### config.mk
export PLATFORM = sky130hd
export DESIGN_NAME = nxti_csr_unit
export DESIGN_NICKNAME = d
export VERILOG_FILES = /design/src/rtl/nxti_pkg.sv /design/src/rtl/nxti_sel.sv /design/src/rtl/nxti_qual.sv /design/src/rtl/nxti_upd.sv /design/src/rtl/nxti_csr_unit.sv
export SDC_FILE = /design/constraint.sdc
export NUM_CORES = 1
export LEC_CHECK = 0
export ABC_AREA = 1
export CORE_AREA = 2 2 127 129
export DETAILED_ROUTE_END_ITERATION = 7
export DIE_AREA = 0 0 129 131
export PLACE_DENSITY = 0.67
export RECOVER_POWER = 50
export SLEW_MARGIN = 0
export SYNTH_ARGS = -nofsm -noshare
export SYNTH_HDL_FRONTEND = slang
export SYNTH_SLANG_ARGS = --single-unit
### constraint.sdc
create_clock -name clk -period 7 [get_ports clk]
set_clock_uncertainty 0.1 [all_clocks]
set_input_delay 1.05 -clock clk [delete_from_list [all_inputs] [get_ports clk]]
set_output_delay 1.05 -clock clk [all_outputs]
set_load 0.01 [all_outputs]
### src/rtl/nxti_pkg.sv
package nxti_pkg;
  localparam logic [11:0] ADDR_M_NXT = 12'h345;
  localparam logic [11:0] ADDR_S_NXT = 12'h145;
  localparam logic [1:0]  PRIV_U     = 2'b00;
  localparam logic [1:0]  PRIV_S     = 2'b01;
  localparam logic [1:0]  PRIV_M     = 2'b11;
  localparam int          LVL_W      = 8;
  localparam int          CODE_W     = 12;
  localparam int          PIL_LSB    = 16;
  localparam int          ST_BITS    = 5;
  localparam int          TVT_ALIGN  = 6;
  localparam logic [1:0]  LANE_M     = 2'd3;
  localparam logic [1:0]  LANE_S     = 2'd1;
endpackage

### src/rtl/nxti_sel.sv
module nxti_sel
  import nxti_pkg::*;
#(
  parameter int XLEN = 32
) (
  input  logic              acc_valid,
  input  logic [11:0]       acc_addr,
  input  logic [1:0]        cur_priv,
  input  logic [XLEN-1:0]   mcause_q,
  input  logic [XLEN-1:0]   scause_q,
  input  logic [LVL_W-1:0]  mthresh_q,
  input  logic [LVL_W-1:0]  sthresh_q,
  input  logic [XLEN-1:0]   mtvt_q,
  input  logic [XLEN-1:0]   stvt_q,
  output logic              sel_hit,
  output logic              sel_s,
  output logic              illegal,
  output logic [LVL_W-1:0]  sel_pil,
  output logic [LVL_W-1:0]  sel_thr,
  output logic [XLEN-1:0]   sel_tvt
);
  logic hit_m, hit_s, priv_ok;

  always_comb begin
    hit_m   = acc_valid && (acc_addr == ADDR_M_NXT);
    hit_s   = acc_valid && (acc_addr == ADDR_S_NXT);
    // machine register needs machine privilege; supervisor register needs S or M
    priv_ok = (cur_priv == PRIV_M) || (hit_s && cur_priv == PRIV_S);
    illegal = (hit_m || hit_s) && !priv_ok;
    sel_hit = (hit_m || hit_s) && priv_ok;
    sel_s   = hit_s;
    sel_pil = hit_s ? scause_q[PIL_LSB +: LVL_W] : mcause_q[PIL_LSB +: LVL_W];
    sel_thr = hit_s ? sthresh_q : mthresh_q;
    sel_tvt = hit_s ? stvt_q : mtvt_q;
  end
endmodule

### src/rtl/nxti_qual.sv
module nxti_qual
  import nxti_pkg::*;
#(
  parameter int XLEN = 32
) (
  input  logic              sel_hit,
  input  logic [LVL_W-1:0]  sel_pil,
  input  logic [LVL_W-1:0]  sel_thr,
  input  logic [XLEN-1:0]   sel_tvt,
  input  logic              clic_mode,
  input  logic [1:0]        cur_priv,
  input  logic [CODE_W-1:0] irq_code,
  input  logic [1:0]        irq_priv,
  input  logic [LVL_W-1:0]  irq_level,
  input  logic              irq_hw_vec,
  output logic              qual,
  output logic [XLEN-1:0]   rdata
);
  localparam int ENTRY_SH = $clog2(XLEN / 8);

  logic [LVL_W-1:0] floor_lvl;
  logic [XLEN-1:0]  base, offs;

  always_comb begin
    floor_lvl = (sel_pil > sel_thr) ? sel_pil : sel_thr;
    qual = sel_hit && (irq_code != '0) && clic_mode && (irq_priv == cur_priv)
           && !irq_hw_vec && (irq_level > floor_lvl);
    base  = {sel_tvt[XLEN-1:TVT_ALIGN], {TVT_ALIGN{1'b0}}};
    offs  = XLEN'(irq_code) << ENTRY_SH;
    rdata = qual ? (base + offs) : '0;
  end
endmodule

### src/rtl/nxti_upd.sv
module nxti_upd
  import nxti_pkg::*;
(
  input  logic              clk,
  input  logic              rst_n,
  input  logic              sel_hit,
  input  logic              sel_s,
  input  logic              wr,
  input  logic [ST_BITS-1:0] wbits,
  input  logic              qual,
  input  logic [LVL_W-1:0]  irq_level,
  input  logic [CODE_W-1:0] irq_code,
  input  logic              irq_edge,
  output logic              st_or_en,
  output logic [ST_BITS-1:0] st_or_bits,
  output logic              ist_we,
  output logic [1:0]        ist_lane,
  output logic [LVL_W-1:0]  ist_level,
  output logic              cause_we,
  output logic              cause_sel_s,
  output logic [CODE_W-1:0] cause_code,
  output logic              pend_clr,
  output logic [CODE_W-1:0] pend_clr_id
);
  logic do_wr, claim;

  always_comb begin
    do_wr = sel_hit && wr;
    claim = do_wr && qual;
  end

  always_ff @(posedge clk or negedge rst_n) begin
    if (!rst_n) begin
      st_or_en    <= 1'b0;
      st_or_bits  <= '0;
      ist_we      <= 1'b0;
      ist_lane    <= '0;
      ist_level   <= '0;
      cause_we    <= 1'b0;
      cause_sel_s <= 1'b0;
      cause_code  <= '0;
      pend_clr    <= 1'b0;
      pend_clr_id <= '0;
    end else begin
      st_or_en    <= do_wr;
      st_or_bits  <= do_wr ? wbits : '0;
      ist_we      <= claim;
      cause_we    <= claim;
      pend_clr    <= claim && irq_edge;
      if (claim) begin
        ist_lane    <= sel_s ? LANE_S : LANE_M;
        ist_level   <= irq_level;
        cause_sel_s <= sel_s;
        cause_code  <= irq_code;
      end
      if (claim && irq_edge) pend_clr_id <= irq_code;
    end
  end

  // a pending clear only accompanies a claim
  p_clr_with_claim_r8: assert property (@(posedge clk) disable iff (!rst_n)
    pend_clr |-> cause_we && ist_we);
  // a read-only access leaves no strobe behind
  p_read_only_quiet_r9: assert property (@(posedge clk) disable iff (!rst_n)
    (sel_hit && !wr) |=> !st_or_en && !ist_we && !pend_clr);
endmodule

### src/rtl/nxti_csr_unit.sv
module nxti_csr_unit
  import nxti_pkg::*;
#(
  parameter int XLEN = 32
) (
  input  logic              clk,
  input  logic              rst_n,
  input  logic              acc_valid,
  input  logic [11:0]       acc_addr,
  input  logic [XLEN-1:0]   acc_wmask,
  input  logic [XLEN-1:0]   acc_wdata,
  input  logic [1:0]        cur_priv,
  input  logic              clic_mode,
  input  logic [XLEN-1:0]   mcause_q,
  input  logic [XLEN-1:0]   scause_q,
  input  logic [7:0]        mthresh_q,
  input  logic [7:0]        sthresh_q,
  input  logic [XLEN-1:0]   mtvt_q,
  input  logic [XLEN-1:0]   stvt_q,
  input  logic [11:0]       irq_code,
  input  logic [1:0]        irq_priv,
  input  logic [7:0]        irq_level,
  input  logic              irq_edge,
  input  logic              irq_hw_vec,
  output logic [XLEN-1:0]   rdata,
  output logic              illegal,
  output logic              st_or_en,
  output logic [4:0]        st_or_bits,
  output logic              ist_we,
  output logic [1:0]        ist_lane,
  output logic [7:0]        ist_level,
  output logic              cause_we,
  output logic              cause_sel_s,
  output logic [11:0]       cause_code,
  output logic              pend_clr,
  output logic [11:0]       pend_clr_id
);
  logic             sel_hit, sel_s, qual, wr;
  logic [LVL_W-1:0] sel_pil, sel_thr;
  logic [XLEN-1:0]  sel_tvt;
  logic [ST_BITS-1:0] wbits;

  always_comb begin
    wr    = (acc_wmask != '0);
    wbits = acc_wdata[ST_BITS-1:0] & acc_wmask[ST_BITS-1:0];
  end

  nxti_sel #(.XLEN(XLEN)) i_sel (
    .acc_valid(acc_valid), .acc_addr(acc_addr), .cur_priv(cur_priv),
    .mcause_q(mcause_q), .scause_q(scause_q), .mthresh_q(mthresh_q),
    .sthresh_q(sthresh_q), .mtvt_q(mtvt_q), .stvt_q(stvt_q),
    .sel_hit(sel_hit), .sel_s(sel_s), .illegal(illegal),
    .sel_pil(sel_pil), .sel_thr(sel_thr), .sel_tvt(sel_tvt)
  );

  nxti_qual #(.XLEN(XLEN)) i_qual (
    .sel_hit(sel_hit), .sel_pil(sel_pil), .sel_thr(sel_thr), .sel_tvt(sel_tvt),
    .clic_mode(clic_mode), .cur_priv(cur_priv), .irq_code(irq_code),
    .irq_priv(irq_priv), .irq_level(irq_level), .irq_hw_vec(irq_hw_vec),
    .qual(qual), .rdata(rdata)
  );

  nxti_upd i_upd (
    .clk(clk), .rst_n(rst_n), .sel_hit(sel_hit), .sel_s(sel_s), .wr(wr),
    .wbits(wbits), .qual(qual), .irq_level(irq_level), .irq_code(irq_code),
    .irq_edge(irq_edge), .st_or_en(st_or_en), .st_or_bits(st_or_bits),
    .ist_we(ist_we), .ist_lane(ist_lane), .ist_level(ist_level),
    .cause_we(cause_we), .cause_sel_s(cause_sel_s), .cause_code(cause_code),
    .pend_clr(pend_clr), .pend_clr_id(pend_clr_id)
  );

  // an illegal access updates nothing
  p_illegal_quiet_r2: assert property (@(posedge clk) disable iff (!rst_n)
    illegal |=> !st_or_en && !ist_we && !cause_we && !pend_clr);
  // user privilege never reads a pointer
  p_user_reads_zero_r2: assert property (@(posedge clk) disable iff (!rst_n)
    (acc_valid && cur_priv == PRIV_U) |-> rdata == '0);
  // other addresses leave no strobe
  p_other_addr_quiet_r1: assert property (@(posedge clk) disable iff (!rst_n)
    (acc_addr != ADDR_M_NXT && acc_addr != ADDR_S_NXT) |=> !st_or_en && !cause_we);
  // a claim follows a write access
  p_claim_after_write_r7: assert property (@(posedge clk) disable iff (!rst_n)
    (cause_we || ist_we) |-> $past(acc_valid && acc_wmask != '0));
  // a claimed machine level lies above the machine threshold
  p_level_above_thr_r4: assert property (@(posedge clk) disable iff (!rst_n)
    (cause_we && !cause_sel_s) |-> ist_level > $past(mthresh_q));
endmodule

# Word level (Yosys, flattened, before mapping)

Index checks and enable logic that the tools add are counted.

Word-level logic and storage cells: 44
Input bits: 250
Output and inout bits: 77
Register bits: 43

Bitwise logic cells: 1
Reduce and logical (&&, ||, !) cells: 19
Eq/ne operators: 5
Order comparisons: 2
Add/subtract/negate cells: 1
Mux-type cells: 7

Operators by type and width:

| operator                                         | count |
|---|---|
| 2-to-1 mux 32 bit                                | 2 |
| adder 32 x 14 -> 32 bit                          | 1 |
| nonzero test 32 bit                              | 1 |
| 2-to-1 mux 8 bit                                 | 3 |
| greater-than comparator 8 bit                    | 2 |
| logical AND 1 bit                                | 13 |
| == test 12 x 10 -> 1 bit (second input constant) | 1 |
| == test 12 x 9 -> 1 bit (second input constant)  | 1 |
| nonzero test 12 bit                              | 1 |
| bitwise AND 5 bit                                | 1 |
| 2-to-1 mux 5 bit                                 | 1 |
| == test 2 x 1 -> 1 bit (second input constant)   | 1 |
| == test 2 bit                                    | 1 |
| == test 2 bit (second input constant)            | 1 |
| zero test 1 bit                                  | 2 |
| logical OR 1 bit                                 | 2 |
| 2-to-1 mux 2 bit                                 | 1 |

# Longest topological paths before layout

Gate-level depths: netlist of the first run.

Word-level depth: 12
Gate-level depth with buffers: 33
Depth with buffers taken out: 29

# By module

Synthesis of the first run repeated with hierarchy kept, for this count alone.

Cell total of the unflattened synthesis: 777
Area, all modules: 4,498.1 um2

By module, submodules not included:

| module        | sequential area each (um2) | cells an instance | instances | area an instance (um2) |
|---|---|---|---|---|
| nxti_qual     | 0.0                        | 373               | 1         | 1,953.1 |
| nxti_upd      | 1,076.0                    | 172               | 1         | 1,636.6 |
| nxti_sel      | 0.0                        | 177               | 1         | 694.4 |
| nxti_csr_unit | 0.0                        | 55                | 1         | 214.0 |

# Worst setup path before layout of the first run

No wires, ideal clock.

Path type: input -> output
Start: input acc_addr[4]
End: output rdata[17]
Data arrival time: 4.787 ns
Path slack: 1.063 ns
Required time: 5.850 ns
Path buffers: 5
Stages on the path: 24
Path through: nor2_2 -> nand2_4 -> nor2_8 -> nand2_4 -> buf_6 -> buf_6 -> clkbuf_1 -> nand2_1 -> nand2_1 -> ha_1 -> nand2_1 -> o41ai_2 -> clkbuf_1 -> o21ai_0 -> ha_1 -> a21oi_1 -> o21ai_0 -> a21oi_1 -> nor2_1 -> nand2_2 -> clkinv_4 -> buf_4 -> o211ai_1 -> inv_1

Word-level cells in the longest chain between the ends: 11
Elaborated cells on any way between the ends: 21
Classes of those cells: add/sub (1); order compare (2); eq/ne (2); mux (5); reduce/logical (11)

RTL lines:

| item                                                                                   | RTL line            | source |
|---|---|---|
| start: declaration                                                                     | nxti_csr_unit.sv:9  | `input logic [11:0] acc_addr,` |
| parallel branches: the longest is 10 deep, another holds greater-than comparator 8 bit | n/a                 |  |
| 2-to-1 mux 32 bit (*)                                                                  | nxti_qual.sv:30     | `rdata = qual ? (base + offs) : '0;` |
| end: declaration                                                                       | nxti_csr_unit.sv:25 | `output logic [XLEN-1:0] rdata,` |

Every way passes the cells marked *.

# Worst setup path in the final report of the first run

Start: input acc_addr[0]
End: output rdata[20]

The elaborated chain is that of the path after synthesis.

==> results of run 1 <==
-- metal layers --
metal	routed length [µm]	part of all wire (%)	GRT usage [%]	up-vias
met2	6270	46	27.7	194
met5	6	0.044	0	-
met1	6160	45	21.0	2034
met3	1180	8.6	3.50	9
li1	-	-	-	2446
met4	120	0.87	2.94	2
-- final cells by class --
class | instances | area (µm²)
sequential | 43 | 1080
multi-input combinational | 494 | 2620
clock buffer | 5 | 125
fill | 1600 | 8800
tap | 216 | 270
timing repair buffer | 244 | 2420
inverter | 63 | 248
clock inverter | 2 | 37.5
-- flip-flops by register name (all words and copies together) (netlist names) --
| register | flops |
|---|---|
| i_upd.cause_code | 12 |
| i_upd.pend_clr_id | 12 |
| i_upd.ist_level | 8 |
| i_upd.st_or_bits | 5 |
| i_upd.ist_lane | 2 |
| i_upd.cause_sel_s | 1 |
| i_upd.ist_we | 1 |
| i_upd.pend_clr | 1 |
| i_upd.st_or_en | 1 |
-- through the flow --
stage          instance area [µm²]  std cells
2_1_floorplan                 4070        621
6_report                      6800       1067
3_3_place_gp                  6580       1058
4_1_cts                       6750       1065
3_5_place_dp                  6580       1058
5_1_grt                       6800       1067
-- power groups by stage --
stage	Combinational (mW)	Clock (mW)	Sequential [mW]
after floorplan	0.0924	0	0.253
after global placement	0.210	0	0.253
after detailed placement	0.213	0	0.253
after CTS	0.216	0.265	0.249
after global routing	0.245	0.273	0.248
final	0.218	0.260	0.249
-- repair_timing --
item	CTS	global route
pin swaps	0	1
buffers inserted	0	2
setup endpoints to repair	25	30
gates resized for setup	1	9
-- cells by family after synthesis --
kind of cell	count (synthesis)	share of synthesized area [%]
flip-flops	43	26.5
buffers and inverters	84	9.92
other	1	0.0923
XOR/XNOR	5	1.08
adder cells (fa/ha/maj)	25	7.89
AO/OA/AOI/OAI	70	9.64
AND/OR/NAND/NOR	384	42.9
multiplexers	8	1.97
-- final timing paths --
path | slack, ns | depth (start not counted) | start | end
setup reg to reg | 6.13 | 1 | i_upd.ist_lane[0] | i_upd.ist_lane[0]
setup / recovery | 0.38 | 26 | acc_addr[0] | rdata[20]
hold reg to reg | 0.37 | 2 | i_upd.pend_clr_id[9] | i_upd.pend_clr_id[9]
hold / removal | 0.37 | 2 | i_upd.pend_clr_id[9] | i_upd.pend_clr_id[9]
max in group asynchronous | 4.14 | 1 | rst_n | i_upd.pend_clr_id[9]
min in group asynchronous | 1.36 | 1 | rst_n | i_upd.st_or_bits[4]
-- cell usage in the layout (no fill, tap or decap), types with 4 or more instances in the layout --
cell type,netlist,final
a21oi_1,28,27
buf_4,4,7
clkbuf_16,0,5
clkdlybuf4s50_1,0,198
dfrtp_1,43,43
dlygate4sd3_1,0,37
ha_1,24,24
inv_1,57,57
mux2i_1,8,8
nand2_1,225,225
nand2_2,15,14
nand2_4,6,6
nand3_1,27,27
nand3b_1,5,5
nand4_1,10,10
nor2_1,59,58
nor2_2,7,8
nor2_4,4,4
nor3_1,6,6
nor4_1,9,9
o21ai_0,21,19
o21ai_1,11,13
==> flow_summary.ini, run 1 <==
[routing]
drt_iter0_drc = 241
drc = 0
viasPerCell = 4.39
ant_nets = 0
wl_per_cell_um = 12.9
dr_total_vias = 4685
firstDrtPassIters = 4
drt-total-wl_mm = 13.7

[clock_network]
cts_buffers = 5
h-tree-depth = 2
clk_latency_ns = 0.28
clock-sinks = 43
clk_pin_slew_ns = 0.06
cts_tree = done
clockBufferDepth = 2
cts-root-buf = clkbuf_16
hold_buffers = 0

[critical_path]
required_ns = 5.85
cp_max_fo = 18
crit_family = buffers and inverters
path_buf_inv = 5
slowest_stage = clkdlybuf4s50_1
end_kind = output port
path_class = input port to output port
cp_common_cell = nand2_1
arrival_ns = 5.47
start_kind = input port
worst_path_largest_cell_delay_ns = 0.54

[synthesis]
synth_area_um2 = 4060
synth-async-reset-ratio_pct = 100
synth_top_area_share_pct = 26.5
ys.warnings.count = 0
yosysTopAreaCell = dfrtp_1
avgSynthCellArea_um2 = 6.55
synth_seq_area_share_pct = 26.5
synth_cell_type_count = 45
synth_common_cells = nand2_1, nor2_1, inv_1
synthCells = 620
ys.flop_type = dfrtp_1
synth_edf_count = 0
ys_top_cells_by_area = dfrtp_1, nand2_1, ha_1
yosysMostFrequentCell = nand2_1
yosys_register_bits = 43

[place]
pre_cts_slack_ns = -0.262
place_hpwl_mm = 11.7
port_buffers = 237
gp_congestion = 0.836

[min_path]
hold_class = register to register

[sta]
timing.final.crit_period_ns = 6.62
finalMaxSlewViolations = 44
fin_crit_sh_pct = 94.6
slew_headroom_pct = -53.2
fin_ws_ns = 0.379
fmax_ghz = 0.151
setup_viol = 0
setup_tns_ns = 0
worst_slew_pin_slew_ns = 2.30
final-hold-violation-count = 0
hold_ws_ns = 0.367

[floorplanning]
ios = 327
die_w_um = 129
initial_utilization_pct = 26.0
die_h_um = 131
placementRows = 46
die-area_um2 = 16900
core_area_um2 = 15600

[grt]
grt.overflow.total = 0
grt_pass1_wl_mm = 21.6
grt_max_degree = 44
antenna_found_initial = 0
grt_usage_pct = 16.1
grt_pass1_vias = 4372

[status]
violations = capacitance limit, slew limit
outcome = complete, but fails checks

[cells_and_area]
area_delta_synth_final_pct = 67.3
nNetsFinal = 1126
final_util_pct = 43.6
drive_gt1_share_pct = 7.52
antenna_cells = 0

[job]
maxCapViolCount = 1

[power_and_ir_drop]
p_sw_mw = 0.190
p_leak_nw = 3.37
p_clk_share_pct = 35.8
sw_frac_of_total_pct = 26.2
ir_worst_vdd_v = 0.0000952
p_comb_share_pct = 30.0
power_density_nw_per_um2 = 107
seqPwrFrac_pct = 34.2
power_mw = 0.726
internal_power_mw = 0.536
No activity file was read; power rests on OpenSTA's default activity.
==> run 2: changes to the inputs <==
--- a/constraint.sdc
+++ b/constraint.sdc
@@ -4,2 +4,2 @@
 set_output_delay 1.05 -clock clk [all_outputs]
-set_load 0.01 [all_outputs]
+set_load 0.005 [all_outputs]
==> run 2 against run 1 <==
The run still ends with capacitance limit, slew limit left. Critical path depth down 2. Global-route usage up 0.29 points. Via count up 0.55%. Routed wire length up 1.7%. Sequential share of layout area about the same. Power up 0.25%. Non-clock buffer count unchanged. Combinational power about the same. Flip-flop and latch count unchanged. Core utilization about the same. Critical endpoint unchanged. Highest routed layer is now met4.
==> flow_summary.ini, run 2 (same netlist as run 1, synthesis figures left out) <==
[cells_and_area]
instances_no_fill = 1067
reg_top3 = i_upd.cause_code x12, i_upd.pend_clr_id x12, i_upd.ist_level x8
antenna_cells = 0
final_util_pct = 43.6
drive_gt1_share_pct = 7.64
nNetsFinal = 1126
area_delta_synth_final_pct = 67.4
layout_commonest_cell = nand2_1
final_cell_mix = nand2_1, clkdlybuf4s50_1, nor2_1, inv_1, dfrtp_1

[routing]
dr_total_vias = 4711
wl_per_cell_um = 13.1
drt_iter0_drc = 232
firstDrtPassIters = 4
viasPerCell = 4.42
drt-total-wl_mm = 14.0
drc = 0
ant_nets = 0

[grt]
grt_usage_pct = 16.4
grt.overflow.total = 0
antenna_found_initial = 0
grt_pass1_wl_mm = 21.8
met2_usage_pct = 28.1
grt_most_used_layer = met2
met3_usage_pct = 3.62
grt_max_degree = 44
globalRouteMet1Util_pct = 21.4
grt_pass1_vias = 4413

[sta]
slew_headroom_pct = -56.8
finalMaxSlewViolations = 44
fmax_ghz = 0.152
final-hold-violation-count = 0
timing.final.crit_period_ns = 6.57
worst_slew_pin_slew_ns = 2.35
fin_ws_ns = 0.432
setup_tns_ns = 0
setup_viol = 0
hold_ws_ns = 0.362
fin_crit_sh_pct = 93.8

[power_and_ir_drop]
power_density_nw_per_um2 = 107
p_leak_nw = 3.35
ir_worst_vdd_v = 0.000135

[status]
outcome = complete, but fails checks
violations = capacitance limit, slew limit

[critical_path]
path_cells = clkdlybuf4s50_1, nand2_1, inv_1, nand2_4, nor2_8, nand2_8, mux2i_1, ha_1, nand2_1, o21ai_0, nand2_1, o211ai_1, o41ai_4, buf_4, o21ai_0, ha_1, nand4_1, nand3_2, nor2_2, nand2_4, buf_4, a21oi_1, o21a_1, clkdlybuf4s50_1
arrival_ns = 5.42
end_kind = output port
worstReg2RegStart = i_upd.ist_lane[0]
r2r_slack_ns = 6.13
crit_family = buffers and inverters
startpoint = acc_addr[0]
cp_max_fo = 18
r2r_cells = 1
crit_end = rdata[20]
r2r_end = i_upd.ist_lane[0]
worst_path_largest_cell_delay_ns = 0.50
slowest_stage = clkdlybuf4s50_1
path_buf_inv = 5
required_ns = 5.85
cp_common_cell = nand2_1
start_kind = input port
cp.depth = 24
path_class = input port to output port

[place]
dp_cells = 1058
port_buffers = 237
place_hpwl_mm = 11.7
pre_cts_slack_ns = -0.249
gp_congestion = 0.836

[clock_network]
h-tree-depth = 2
hold_buffers = 0
clk_latency_ns = 0.28
clockBufferDepth = 2
cts_tree = done
cts_buffers = 5
cts-root-buf = clkbuf_16
clk_pin_slew_ns = 0.06
clock-sinks = 43

[floorplanning]
core_area_um2 = 15600
initial_utilization_pct = 26.0
die-area_um2 = 16900
ios = 327
die_h_um = 131
die_w_um = 129
placementRows = 46

[min_path]
hold_class = register to register
hp-start = i_upd.pend_clr_id[9]

[job]
maxCapViolCount = 1
[run 2: layout make-up]
| type | count | area [µm²] |
|---|---|---|
| clock buffers | 5 | 125 |
| fillers | 1595 | 8800 |
| repair buffers | 244 | 2420 |
| clock inverters | 2 | 37.5 |
| inverters | 63 | 250 |
| flip-flops and latches | 43 | 1080 |
| well taps | 216 | 270 |
| multi-input cells | 494 | 2620 |
[run 2: routing by layer]
layer | vias to the layer above | part of all wire (%)
met5 | - | 0
met4 | 0 | 0.74
met3 | 8 | 8.1
met2 | 211 | 46
met1 | 2051 | 45
li1 | 2441 | -
[run 2: tightest hold or removal path, cell delays in order, from the launching register on]
cell	delay (ns)
dfrtp_1	0.34
nand2_1	0.05
nand2_1	0.04
[run 2: worst min-delay path by stage]
stage,cells after the start,slack [ns],endpoint
floorplan,1,0.36,i_upd.ist_lane[0]
global placement,2,0.35,i_upd.pend_clr_id[9]
detailed placement,2,0.36,i_upd.pend_clr_id[9]
CTS,2,0.37,i_upd.pend_clr_id[9]
global route,2,0.39,i_upd.pend_clr_id[8]
finish,2,0.36,i_upd.pend_clr_id[9]
[run 2: metrics by stage]
stage	area, µm²	power, mW
floorplan	4070	0.345
global placement	6580	0.463
detailed placement	6580	0.466
CTS	6750	0.733
global route	6800	0.769
finish	6800	0.728
[run 2: timing repair]
action	4_1_cts	5_1_grt
endpoints found under the setup margin	25	30
pin swaps	0	2
buffers inserted	0	2
gates resized for setup	1	10
cloned	0	0
[run 2: power by group]
| part | leakage [nW] | switching [mW] | total (mW) | internal [mW] |
|---|---|---|---|---|
| Clock | 0.0759 | 0.0954 | 0.262 | 0.166 |
| Sequential | 0.596 | 0.0000100 | 0.249 | 0.249 |
| Combinational | 2.68 | 0.0962 | 0.218 | 0.122 |
==> run 3: changes to the inputs <==
Settings changed: CAP_MARGIN from default to 20.
==> run 3 against run 2 <==
The run still ends with capacitance limit, slew limit left. Combinational power barely moved. Fmax about the same. Critical path depth is the same. Die area unchanged. Non-clock buffer count up 1. Power is essentially flat. Register-to-register slack about the same. Critical endpoint unchanged.
==> flow_summary.ini, run 3 (same netlist as run 1, synthesis figures left out) <==
[cells_and_area]
instances_no_fill = 1068
antenna_cells = 0
final_util_pct = 43.6
fin_area_um2 = 6800
layout_commonest_cell = nand2_1
fillers = 1596
area_delta_synth_final_pct = 67.5
final_cell_mix = nand2_1, clkdlybuf4s50_1, nor2_1, inv_1, dfrtp_1
reg_top3 = i_upd.cause_code x12, i_upd.pend_clr_id x12, i_upd.ist_level x8
nNetsFinal = 1127
drive_gt1_share_pct = 7.63

[clock_network]
cts-root-buf = clkbuf_16
hold_buffers = 0
clock-sinks = 43
cts_tree = done
clk_pin_slew_ns = 0.06
cts_buffers = 5
clk_latency_ns = 0.29
h-tree-depth = 2
clockBufferDepth = 2

[critical_path]
worstReg2RegStart = i_upd.ist_lane[0]
cp_max_fo = 18
path_class = input port to output port
r2r_cells = 1
end_kind = output port
cp_common_cell = nand2_1
required_ns = 5.85
worst_path_largest_cell_delay_ns = 0.50
start_kind = input port
r2r_slack_ns = 6.13
r2r_end = i_upd.ist_lane[0]
path_cells = clkdlybuf4s50_1, nand2_1, inv_1, nand2_4, nor2_8, nand2_8, mux2i_1, ha_1, nand2_1, o21ai_0, nand2_1, o211ai_1, o41ai_4, buf_4, o21ai_0, ha_1, nand4_1, nand3_2, nor2_2, nand2_4, buf_4, a21oi_1, o21a_1, clkdlybuf4s50_1
slowest_stage = clkdlybuf4s50_1
arrival_ns = 5.42
crit_family = buffers and inverters
path_buf_inv = 5

[floorplanning]
die_w_um = 129
placementRows = 46
ios = 327
die_h_um = 131
die-area_um2 = 16900
core_area_um2 = 15600
initial_utilization_pct = 26.0

[sta]
final-hold-violation-count = 0
worst_slew_pin_slew_ns = 2.14
setup_tns_ns = 0
fin_ws_ns = 0.429
fmax_ghz = 0.152
slew_headroom_pct = -42.8
hold_ws_ns = 0.366
fin_crit_sh_pct = 93.9
timing.final.crit_period_ns = 6.57
setup_viol = 0
finalMaxSlewViolations = 40

[routing]
ant_nets = 0
viasPerCell = 4.40
wl_per_cell_um = 13.1
drc = 0
firstDrtPassIters = 4
drt-total-wl_mm = 14.0
dr_total_vias = 4701
drt_iter0_drc = 227

[place]
gp_congestion = 0.836
place_hpwl_mm = 11.7
dp_cells = 1058
port_buffers = 237
pre_cts_slack_ns = -0.249
placed_cell_area_um2 = 6580

[min_path]
hp-start = i_upd.pend_clr_id[9]
hold_class = register to register
min_path_cells = 2
hold_end = i_upd.pend_clr_id[9]

[grt]
grt_usage_pct = 16.4
grt_max_degree = 44
antenna_found_initial = 0
grt_pass1_wl_mm = 21.8
grt_pass1_vias = 4413
grt.overflow.total = 0

[status]
outcome = complete, but fails checks
violations = capacitance limit, slew limit

[job]
maxCapViolCount = 1

[power_and_ir_drop]
power_density_nw_per_um2 = 107
p_leak_nw = 3.35
power_mw = 0.729
ir_worst_vdd_v = 0.000135
-- run 3: cell types whose count changed in the layout (fill, tap and decap cells not counted), sizes merged --
cell,change
clkbuf,+1
-- run 3: what timing repair did --
item	4_1_cts	5_1_grt
setup endpoints to repair	25	30
setup buffers	0	2
pin swaps	0	2
resized for setup	1	10
-- run 3: layer usage --
layer	vias up	global-route usage, %	part of all wire, %
li1	2446	-	-
met1	2049	21.4	46
met2	199	28.1	46
met3	7	3.62	7.5
met4	0	3.13	0.73
met5	-	0	0
-- run 3: worst max path at each step --
stage / from / endpoint / slack [ns] / cells after the start
floorplan: acc_addr[4] / rdata[17] / 1.09 / 24
global placement: acc_addr[0] / rdata[17] / -0.22 / 23
detailed placement: acc_addr[0] / rdata[17] / -0.25 / 23
CTS: acc_addr[0] / rdata[17] / 0.03 / 23
global route: acc_addr[0] / rdata[18] / -0.007 / 26
finish: acc_addr[0] / rdata[20] / 0.43 / 24
-- run 3: layout make-up --
cell class	instances	area (µm²)	area share (%)
well taps	216	270	3.97
clock inverters	2	37.5	0.552
clock buffers	5	125	1.84
multi-input cells	494	2620	38.5
repair buffers	245	2420	35.6
inverters	63	250	3.68
flip-flops and latches	43	1080	15.8
-- run 3: power breakdown --
group	switching, mW	leakage [nW]	total, mW	internal [mW]
Combinational	0.0964	2.68	0.218	0.122
Sequential	0.00000999	0.596	0.249	0.249
Clock	0.0957	0.0759	0.262	0.166
